<file path="src/rtl/fold_pkg.sv">
package fold_pkg;
  typedef enum logic [2:0] {
    OP_MOVI = 3'd0,
    OP_ADDI = 3'd1,
    OP_SUBI = 3'd2,
    OP_INC  = 3'd3,
    OP_DEC  = 3'd4,
    OP_GEN  = 3'd5
  } op_e;

  typedef enum logic [1:0] {
    UK_GEN  = 2'd0,
    UK_ADD2 = 2'd1,
    UK_ADD3 = 2'd2
  } ukind_e;
endpackage

</file>
<file path="src/rtl/fold_map_table.sv">
module fold_map_table #(
  parameter int AREGS = 16,
  parameter int TAG_W = 6,
  parameter int OFF_W = 10,
  localparam int AW = $clog2(AREGS)
) (
  input  logic             clk,
  input  logic             rst_n,
  input  logic             wr_en,
  input  logic [AW-1:0]    wr_addr,
  input  logic [TAG_W-1:0] wr_tag,
  input  logic [OFF_W-1:0] wr_off,
  input  logic [AW-1:0]    ra_addr,
  output logic [TAG_W-1:0] ra_tag,
  output logic [OFF_W-1:0] ra_off,
  input  logic [AW-1:0]    rb_addr,
  output logic [TAG_W-1:0] rb_tag,
  output logic [OFF_W-1:0] rb_off
);
  logic [TAG_W-1:0] tag_q [AREGS];
  logic [OFF_W-1:0] off_q [AREGS];

  // reads see the entry as it stood before this edge's write
  assign ra_tag = tag_q[ra_addr];
  assign ra_off = off_q[ra_addr];
  assign rb_tag = tag_q[rb_addr];
  assign rb_off = off_q[rb_addr];

  for (genvar g = 0; g < AREGS; g++) begin : g_ent
    logic ent_we;
    assign ent_we = wr_en && (wr_addr == AW'(g));
    always_ff @(posedge clk or negedge rst_n) begin
      if (!rst_n) begin
        tag_q[g] <= '0;
        off_q[g] <= '0;
      end else if (ent_we) begin
        tag_q[g] <= wr_tag;
        off_q[g] <= wr_off;
      end
    end
  end
endmodule

</file>
<file path="src/rtl/fold_free_list.sv">
module fold_free_list #(
  parameter int NTAGS = 64,
  localparam int TAG_W = $clog2(NTAGS),
  localparam int CNT_W = $clog2(NTAGS + 1)
) (
  input  logic             clk,
  input  logic             rst_n,
  input  logic             pop,
  output logic [TAG_W-1:0] head,
  output logic             empty,
  input  logic             push,
  input  logic [TAG_W-1:0] push_tag
);
  logic [TAG_W-1:0] slot_q [NTAGS];
  logic [TAG_W-1:0] rd_q, rd_d, wr_q, wr_d;
  logic [CNT_W-1:0] cnt_q, cnt_d;

  assign head  = slot_q[rd_q];
  assign empty = (cnt_q == '0);

  always_comb begin
    rd_d  = rd_q;
    wr_d  = wr_q;
    cnt_d = cnt_q;
    if (pop) rd_d = rd_q + 1'b1;
    if (push) wr_d = wr_q + 1'b1;
    if (push && !pop) cnt_d = cnt_q + 1'b1;
    if (pop && !push) cnt_d = cnt_q - 1'b1;
  end

  // tag 0 is the zero register, so reset holds 1..NTAGS-1
  always_ff @(posedge clk or negedge rst_n) begin
    if (!rst_n) begin
      rd_q  <= '0;
      wr_q  <= TAG_W'(NTAGS - 1);
      cnt_q <= CNT_W'(NTAGS - 1);
    end else begin
      rd_q  <= rd_d;
      wr_q  <= wr_d;
      cnt_q <= cnt_d;
    end
  end

  for (genvar g = 0; g < NTAGS; g++) begin : g_slot
    always_ff @(posedge clk or negedge rst_n) begin
      if (!rst_n) slot_q[g] <= TAG_W'(g + 1);
      else if (push && (wr_q == TAG_W'(g))) slot_q[g] <= push_tag;
    end
  end

  assert_no_pop_empty_R8: assert property (@(posedge clk) disable iff (!rst_n)
    pop |-> cnt_q != '0);
  assert_no_push_full_R8: assert property (@(posedge clk) disable iff (!rst_n)
    push |-> (cnt_q != CNT_W'(NTAGS)) && (push_tag != '0));
endmodule

</file>
<file path="src/rtl/fold_offset_alu.sv">
module fold_offset_alu
  import fold_pkg::*;
#(
  parameter int OFF_W = 10,
  parameter int IMM_W = 16
) (
  input  logic [2:0]       op,
  input  logic [OFF_W-1:0] src_off,
  input  logic [IMM_W-1:0] imm,
  output logic             add_class,
  output logic             no_src,
  output logic             can_fold,
  output logic [OFF_W-1:0] new_off,
  output logic [IMM_W-1:0] emit_imm
);
  localparam logic [IMM_W:0] MAXOFF = (IMM_W + 1)'((1 << OFF_W) - 1);

  logic [IMM_W:0] mag, off_x, sum, dif;

  assign off_x = (IMM_W + 1)'(src_off);
  assign sum   = off_x + mag;
  assign dif   = off_x - mag;

  always_comb begin
    mag       = {1'b0, imm};
    add_class = 1'b1;
    no_src    = 1'b0;
    can_fold  = 1'b0;
    new_off   = '0;
    emit_imm  = imm;
    case (op_e'(op))
      OP_MOVI: begin
        no_src   = 1'b1;
        can_fold = (mag <= MAXOFF);
        new_off  = mag[OFF_W-1:0];
      end
      OP_ADDI, OP_INC: begin
        if (op_e'(op) == OP_INC) mag = (IMM_W + 1)'(1);
        can_fold = (sum <= MAXOFF);
        new_off  = sum[OFF_W-1:0];
        emit_imm = mag[IMM_W-1:0];
      end
      OP_SUBI, OP_DEC: begin
        if (op_e'(op) == OP_DEC) mag = (IMM_W + 1)'(1);
        can_fold = (mag <= off_x);
        new_off  = dif[OFF_W-1:0];
        emit_imm = IMM_W'(-mag);
      end
      default: add_class = 1'b0;
    endcase
  end

  always_comb begin
    if (can_fold) assert_fold_fits_R3: assert (add_class);
  end
endmodule

</file>
<file path="src/rtl/fold_renamer.sv">
module fold_renamer
  import fold_pkg::*;
#(
  parameter int AREGS = 16,
  parameter int NTAGS = 64,
  parameter int OFF_W = 10,
  parameter int IMM_W = 16,
  localparam int AW    = $clog2(AREGS),
  localparam int TAG_W = $clog2(NTAGS)
) (
  input  logic             clk,
  input  logic             rst_n,
  input  logic             in_valid,
  output logic             in_ready,
  input  logic [2:0]       in_op,
  input  logic [AW-1:0]    in_dst,
  input  logic [AW-1:0]    in_src1,
  input  logic [AW-1:0]    in_src2,
  input  logic [IMM_W-1:0] in_imm,
  input  logic             free_valid,
  input  logic [TAG_W-1:0] free_tag,
  output logic             uop_valid,
  output logic [1:0]       uop_kind,
  output logic [TAG_W-1:0] uop_dst,
  output logic [TAG_W-1:0] uop_s1_tag,
  output logic [OFF_W-1:0] uop_s1_off,
  output logic [TAG_W-1:0] uop_s2_tag,
  output logic [OFF_W-1:0] uop_s2_off,
  output logic [IMM_W-1:0] uop_imm
);
  // reset: asynchronous assertion, synchronous release
  logic [1:0] rsync_q;
  logic       rst_i_n;
  always_ff @(posedge clk or negedge rst_n) begin
    if (!rst_n) rsync_q <= '0;
    else        rsync_q <= {rsync_q[0], 1'b1};
  end
  assign rst_i_n = rsync_q[1];

  logic [TAG_W-1:0] ma_tag, mb_tag, s1_tag, fl_head, wr_tag;
  logic [OFF_W-1:0] ma_off, mb_off, s1_off, new_off, wr_off;
  logic [IMM_W-1:0] emit_imm;
  logic add_class, no_src, can_fold, fl_empty, accept, alloc;

  fold_offset_alu #(.OFF_W(OFF_W), .IMM_W(IMM_W)) i_alu (
    .op(in_op), .src_off(ma_off), .imm(in_imm),
    .add_class(add_class), .no_src(no_src), .can_fold(can_fold),
    .new_off(new_off), .emit_imm(emit_imm)
  );

  assign s1_tag   = no_src ? '0 : ma_tag;
  assign s1_off   = no_src ? '0 : ma_off;
  assign in_ready = can_fold || !fl_empty;
  assign accept   = in_valid && in_ready;
  assign alloc    = accept && !can_fold;
  assign wr_tag   = can_fold ? s1_tag : fl_head;
  assign wr_off   = can_fold ? new_off : '0;

  fold_map_table #(.AREGS(AREGS), .TAG_W(TAG_W), .OFF_W(OFF_W)) i_map (
    .clk(clk), .rst_n(rst_i_n),
    .wr_en(accept), .wr_addr(in_dst), .wr_tag(wr_tag), .wr_off(wr_off),
    .ra_addr(in_src1), .ra_tag(ma_tag), .ra_off(ma_off),
    .rb_addr(in_src2), .rb_tag(mb_tag), .rb_off(mb_off)
  );

  fold_free_list #(.NTAGS(NTAGS)) i_free (
    .clk(clk), .rst_n(rst_i_n),
    .pop(alloc), .head(fl_head), .empty(fl_empty),
    .push(free_valid), .push_tag(free_tag)
  );

  // next-state for the emitted micro-op
  logic [1:0]       kind_d;
  logic [TAG_W-1:0] s2_tag_d;
  logic [OFF_W-1:0] s2_off_d;
  logic [IMM_W-1:0] imm_d;
  always_comb begin
    if (add_class) begin
      kind_d   = (s1_off != '0) ? UK_ADD3 : UK_ADD2;
      s2_tag_d = '0;
      s2_off_d = '0;
      imm_d    = emit_imm;
    end else begin
      kind_d   = UK_GEN;
      s2_tag_d = mb_tag;
      s2_off_d = mb_off;
      imm_d    = in_imm;
    end
  end

  always_ff @(posedge clk or negedge rst_i_n) begin
    if (!rst_i_n) uop_valid <= 1'b0;
    else          uop_valid <= alloc;
  end

  always_ff @(posedge clk or negedge rst_i_n) begin
    if (!rst_i_n) begin
      uop_kind   <= '0;
      uop_dst    <= '0;
      uop_s1_tag <= '0;
      uop_s1_off <= '0;
      uop_s2_tag <= '0;
      uop_s2_off <= '0;
      uop_imm    <= '0;
    end else if (alloc) begin
      uop_kind   <= kind_d;
      uop_dst    <= fl_head;
      uop_s1_tag <= s1_tag;
      uop_s1_off <= s1_off;
      uop_s2_tag <= s2_tag_d;
      uop_s2_off <= s2_off_d;
      uop_imm    <= imm_d;
    end
  end

  assert_stall_no_uop_R8: assert property (@(posedge clk) disable iff (!rst_i_n)
    (in_valid && !in_ready) |=> !uop_valid);
  assert_fold_no_uop_R2: assert property (@(posedge clk) disable iff (!rst_i_n)
    (accept && can_fold) |=> !uop_valid);
  assert_alloc_next_cycle_R10: assert property (@(posedge clk) disable iff (!rst_i_n)
    alloc |=> uop_valid && (uop_dst == $past(fl_head)));
  assert_fresh_tag_nonzero_R7: assert property (@(posedge clk) disable iff (!rst_i_n)
    uop_valid |-> uop_dst != '0);
  assert_add3_has_offset_R6: assert property (@(posedge clk) disable iff (!rst_i_n)
    (uop_valid && uop_kind == UK_ADD3) |-> uop_s1_off != '0);
endmodule

</file>
<file path="config.mk">
export PLATFORM = sky130hd
export DESIGN_NAME = fold_renamer
export DESIGN_NICKNAME = d
export VERILOG_FILES = /design/src/rtl/fold_pkg.sv /design/src/rtl/fold_map_table.sv /design/src/rtl/fold_free_list.sv /design/src/rtl/fold_offset_alu.sv /design/src/rtl/fold_renamer.sv
export SDC_FILE = /design/constraint.sdc
export NUM_CORES = 1
export LEC_CHECK = 0
export ABC_AREA = 1
export BUFFER_PORTS_ARGS = -buffer_cell sky130_fd_sc_hd__buf_4
export CORE_MARGIN = 2
export CORE_UTILIZATION = 40
export DETAILED_ROUTE_END_ITERATION = 6
export PLACE_DENSITY = 0.56
export SLEW_MARGIN = 20
export SYNTH_ARGS = -nofsm -noshare
export SYNTH_HDL_FRONTEND = slang
export SYNTH_SLANG_ARGS = --single-unit
export TNS_END_PERCENT = 20
</file>
<file path="constraint.sdc">
create_clock -name clk -period 23.5 [get_ports clk]
set_input_delay 2.35 -clock clk [delete_from_list [all_inputs] [get_ports clk]]
set_output_delay 2.35 -clock clk [all_outputs]
set_load 0.02 [all_outputs]
</file>
* After elaboration in Yosys (flattened, before gate mapping)
Index checks and enable logic that the tools add are counted.
** Word-level totals
- Output and inout port bits :: 58
- Register bits after elaboration :: 718
- Input bits :: 41
- Word-level logic and storage cells :: 339
** Operators by class
- $add $sub $neg :: 7
- Equal/unequal tests :: 82
- Bitwise operators :: 3
- Muxes and demuxes :: 35
- Magnitude comparators :: 6
- Reductions and logical operators :: 98
** Operators by type and width (count)
- 6-bit equality test (second input constant) :: 32
- 6-bit by 5-bit equality test with 1-bit output (second input constant) :: 16
- 1-bit logical AND :: 84
- 10-bit binary-select mux with 4-bit select :: 2
- 10-bit 2-to-1 mux :: 7
- 6-bit 2-to-1 mux :: 9
- 6-bit binary-select mux with 4-bit select :: 2
- 6-bit by 4-bit equality test with 1-bit output (second input constant) :: 8
- 16-bit 2-to-1 mux :: 3
- 6-bit binary-select mux with 6-bit select :: 1
- 17-bit case mux with 2 select lines :: 1
- 4-bit equality test (second input constant) :: 8
- 16-bit case mux with 2 select lines :: 1
- 10-bit case mux with 3 select lines :: 1
- 6-bit by 3-bit equality test with 1-bit output (second input constant) :: 4
- 10-bit by 17-bit adder with 17-bit output :: 1
- 17-bit by 10-bit <= comparator with 1-bit output :: 1
- 17-bit by 10-bit <= comparator with 1-bit output (second input constant) :: 1
- 17-bit 2-to-1 mux :: 1
- 4-bit by 3-bit equality test with 1-bit output (second input constant) :: 4
- 16-bit by 10-bit <= comparator with 1-bit output (second input constant) :: 1
- 16-bit negation :: 1
- 7-bit 2-to-1 mux :: 2
- 6-bit by 1-bit adder with 6-bit output (second input constant) :: 2
- other kinds (27) :: 38

* Longest topological paths before layout
- Depth in word-level cells :: 14
- Depth in mapped cells :: 44
- Mapped depth without buffers :: 36

* By module
From an unflattened synthesis, not the netlist that was laid out.
** Second synthesis, totals
- Cells, all modules :: 5572
- Area, all modules :: 39641.8 um^2
** Modules (own cells, without submodules)
- fold_free_list :: cells each 2567, seq. area each 10339.9 um^2, area each 19740.2 um^2, instances 1
- fold_map_table :: cells each 2239, seq. area each 6406.1 um^2, area each 14864.3 um^2, instances 1
- fold_renamer :: cells each 314, seq. area each 1476.4 um^2, area each 2587.5 um^2, instances 1
- fold_offset_alu :: cells each 452, seq. area each 0.0 um^2, area each 2449.8 um^2, instances 1

* Worst setup path before layout
OpenSTA, ideal clock, no wires.
- Kind :: input to output
- Start point :: input port in_src1[0]
- End point :: output port in_ready
- Buffers on the path :: 6
- Stages on the path :: 25
- Arrival time :: 5.507 ns
- Slack :: 15.643 ns
- Path through :: inv_1 > buf_2 > buf_2 > buf_2 > clkbuf_1 > o21ai_0 > nand3_1 > nand3_1 > nand2_1 > ha_1 > inv_1 > fa_1 > inv_1 > nand3_1 > nand3_1 > nand2_1 > nand2_1 > nand2_1 > inv_1 > nand2_1 > nor2_2 > nand2_4 > nand3_4 > buf_8 > buf_2
** Between the ends
- Cells in the longest elaborated chain, start to end :: 8
** Ends and longest elaborated chain
- start: declaration :: RTL line fold_renamer.sv:17 : input logic [AW-1:0] in_src1,
- 4-bit inverter with 5-bit output (implied by the code) (*) :: RTL line fold_map_table.sv:25 : assign ra_off = off_q[ra_addr];
- 10-bit binary-select mux with 4-bit select (*) :: RTL line fold_map_table.sv:25
- 10-bit 2-to-1 mux (implied by the code) (*) (2 in a row) :: RTL line fold_map_table.sv:25
- 10-bit by 17-bit adder with 17-bit output :: RTL line fold_offset_alu.sv:21 : assign sum = off_x + mag;
- 17-bit by 10-bit <= comparator with 1-bit output :: RTL line fold_offset_alu.sv:39 : can_fold = (sum <= MAXOFF);
- 1-bit case mux with 3 select lines (*) :: RTL line fold_offset_alu.sv:31 : case (op_e'(op))
- 1-bit logical OR (*) :: RTL line fold_renamer.sv:53 : assign in_ready = can_fold || !fl_empty;
- end: declaration :: RTL line fold_renamer.sv:14 : output logic in_ready,
Mark *: on every way between the ends. The rest lies on a longest branch, timed or not. The select of a mux whose other input is x is not followed.

* Worst setup path in the final report
Ends and elaborated chain as after synthesis.

==> metrics.md <==
| Metric | Value |
|---|---|
| Status | complete, no violations |
| Busiest layer in global routing | met2 |
| Worst path required time | 21.15 ns |
| Post-CTS setup buffers | 0 |
| Antenna fix cells | 0 |
| Placed Cells | 5,915 |
| Port bufs | between 90 and 100 |
| RSZ-0062 raised after global routing | no |
| Drt via density | 5.478 |
| Boundary Pins | slightly below 100 |
| Clock Tree Buf Depth | 3 |
| Clock group share of total power | 0.273 |
| Worst EP arrival | 7.03 ns |
| Internal power | 2980 uW |
| Post-Synthesis Net Count | 4,978 |
| Post-layout min period | 9.378 ns |
| Met3 global-route usage | 0.03670 |
| Resize count post-CTS | 0 |
| Syn Area/Cell | 7.769 sq um |
| Non-Filler Instances | ~6,000 |
| Final hold vios | 0 |
| Detail Route Antenna Nets | 0 |
| Ys Warns | 0 |
| Pwr Density | 115.4 nW/um^2 |
| Synthesized instance count | 4,896 |
| Commonest cells in the synthesized netlist | 1,125 x nand2_1, 745 x o21ai_0, 514 x dfrtp_1 |
| H-tree levels | 3 |
| Clock transition at path regs | 0.06 ns |
| Seq/Total Area, Yosys | 0.4791 |
| Flop and latch count out of synthesis | 718 |
| Crit share post-route | 0.3991 |
| Core area | roughly 95,000 sq um |
| Pleak | 0.01800 uW |
| Share of cells above drive strength 1 | 0.1130 |
| Fillers | 9,606 |
| Max Slew Vio Count | 0 |
| Most common cell in the netlist | nand2_1 |
| Switch Pwr | 1839 uW |
| Clock latency on the worst-skew pair | 0.68 ns |
| First-pass GRT wire length | 192,600 microns |
| Number of clock sinks | 718 |
| DRT iter0 DRCs | between 3,000 and 4,000 |
| Setup TNS | 0 ns |
| Max Fclk | 106.6 MHz |
| Root Buffer | clkbuf_16 |
| TritonCTS Buffers | 84 |
| Mapped Area | 38,040 sq um |
| Largest net degree at the start of global routing | 162 |
| Num rows | 113 |
| Final Setup Violations | 0 |
| Post-synth ARST share | 1.000 |
| Layout net count | 4,818 |
| Worst setup margin | 14.12 ns |
| Via count | 33,249 |
| Fraction of met2 tracks used by global routing | 0.4047 |
| Top cell type's share of synthesized area | 0.3382 |
| Worst-Margin Slew | 1.133 ns |
| Max VDD drop | between 0.07 and 0.08 mV |
| Routability-driven placement congestion ratio | between 0.8 and 0.9 |
| Switching share of power | 0.3817 |
| Relative slew slack | 0.2448 |
| Worst hold path class | reg2reg |
| Area of the multi-input gates | 16,750 sq um |
| Full die area | 97,570 sq um |
| Top post-synthesis cells by area | dfrtp_1 34%, dfstp_2 14%, nand2_1 11% |
| Post-synth EDFFs | 0 |
| Yosys cell types | 56 |
| Crit path kind | in2out |
| Die height | 312.4 microns |
| Max_cap viols | 0 |
| Area Overhead vs Synth | 9.786% |
| Die X | 312.4 microns |
| Flop pwr share | 0.412 |
| Overall global routing resource usage | 0.2523 |
| Worst-path fanout max | 140 |
| CTS tree | yes |
| Initial antenna violation count | 1 |
| GRT Residual Overflow | 0 |
| FF/Latch Area | 18,230 sq um |
| Vias in the first global route | between 30,000 and 40,000 |
| Dpl hpwl | 78,800 microns |
| Combinational Power Share | 0.314 |
| DR WL/cell | between 20 and 25 microns |
| Dpl ws | 13.55 ns |
| Starting Density | 0.4021 |
| CTS Hold Bufs | 0 |
| Top FF cell, synth | dfrtp_1 |
| Setup crit end kind | output pin |
| Drt drc | 0 |
| Area leader, netlist | dfrtp_1 |
| Kind of start point of the critical path | input port |
| Drt first pass iters | 7 |
| Total Routed Length | 124,500 microns |
| Final Skew | around 0.042 ns |
| Grt met1 use | 0.3535 |
layout by cell type (no fill, tap or decap), types with 4 or more instances in the layout:
master     netlist  layout
o21bai_1         5       5
nand3b_1         7       7
nand4_1         84      84
nand3_1        248     248
clkbuf_16        0      84
inv_2            6      11
clkinv_16        0       4
nand2_2         10      10
o21ai_0        745     745
a311oi_1         5       5
dfstp_2        204     204
nand3_4         12      12
nand2_4          5       5
o22ai_1         40      40
a22oi_1          4       4
nor3_1          19      17
o21ai_1        201     200
nor2_1         358     358
buf_4           12     143
nor4_1           5       5
inv_1          330     322
clkbuf_8         0      17
clkinv_2         0      12
xnor2_1          6       6
a31oi_1         21      21
o221ai_1         7       7
clkbuf_1       267      28
dfrtp_1        514     511
nand3_2          4       4
a21oi_1        308     308
xor2_1          19      19
o211ai_1       142     142
ha_1            39      39
nor2_2           7       7
nand2_1       1125    1125
routing by layer:
| layer | vias up | part of all wire |
|---|---|---|
| li1 | 16076 | - |
| met4 | 2 | 0.029 |
| met5 | - | 0.000096 |
| met1 | 15983 | 0.45 |
| met3 | 188 | 0.060 |
| met2 | 1000 | 0.46 |
worst paths after layout:
kind,from,endpoint,slack (ns),depth (start not counted)
min reg2reg,rsync_q[0],rsync_q[1],0.34,0
min,rsync_q[0],rsync_q[1],0.34,0
min in group asynchronous,rsync_q[1],uop_imm[1],0.36,0
max in group asynchronous,rsync_q[1],i_free.slot_q[1],19.47,4
max,in_src1[0],in_ready,14.12,21
max reg2reg,i_map.off_q[117],i_free.cnt_q[6],16.97,33
state kept, by name (all words and copies together) (netlist names):
signal	count
uop_imm	16
uop_s2_off	10
i_free.slot_q	384
uop_valid	1
i_map.off_q	160
uop_s1_tag	6
uop_s2_tag	6
uop_dst	6
i_free.wr_q	6
i_free.rd_q	6
uop_s1_off	10
i_free.cnt_q	7
rsync_q	2
uop_kind	2
i_map.tag_q	96
power groups by stage:
stage               sequential, uW  combinational, uW  clock (uW)
floorplan                     1960               1050           0
global placement              1990               1490           0
detailed placement            2000               1510           0
CTS                           1980               1510        1350
global route                  2040               1710        1400
finish                        1990               1510        1320
metrics by stage:
step	total power, uW	instance area [sq um]	hold slack [ns]	util
detailed placement	3509	38950	0.3358	0.4118
global route	5145	41760	0.3551	0.4415
global placement	3486	38950	0.3314	0.4118
finish	4819	41760	0.3450	0.4415
CTS	4844	41740	0.3473	0.4413
floorplan	3008	38040	0.3312	-
cells by family after synthesis:
family                   synth area share
AND/OR/NAND/NOR                    0.2095
flip-flops                         0.4791
XOR/XNOR                         0.005757
buffers and inverters             0.08106
adder cells (fa/ha/maj)           0.01388
AO/OA/AOI/OAI                      0.2106
other                          0.00009859
layout make-up:
class / instances / share of cell area
Clock buffer: 129 / 0.05846
Sequential cell: 718 / 0.4367
Multi-Input combinational cell: 3447 / 0.4011
Clock inverter: 26 / 0.008330
Inverter: 339 / 0.03080
Tap cell: 1265 / 0.03790
Timing Repair Buffer: 146 / 0.02673
worst max-delay path: stages:
cell	delay, ns
buf_4	0.12
inv_6	0.57
buf_4	0.90
a21oi_1	0.15
o21ai_0	0.12
nand3_1	0.09
nand3_1	0.10
nand2_1	0.21
ha_1	0.55
inv_1	0.12
nor3_2	0.24
nand3_1	0.10
nand3_1	0.24
nand3_1	0.11
nand2_1	0.08
inv_1	0.04
nand2_1	0.07
nor2_2	0.05
nand2_4	0.13
nand3_4	0.29
buf_4	0.31
No activity file was read; power rests on OpenSTA's default activity.
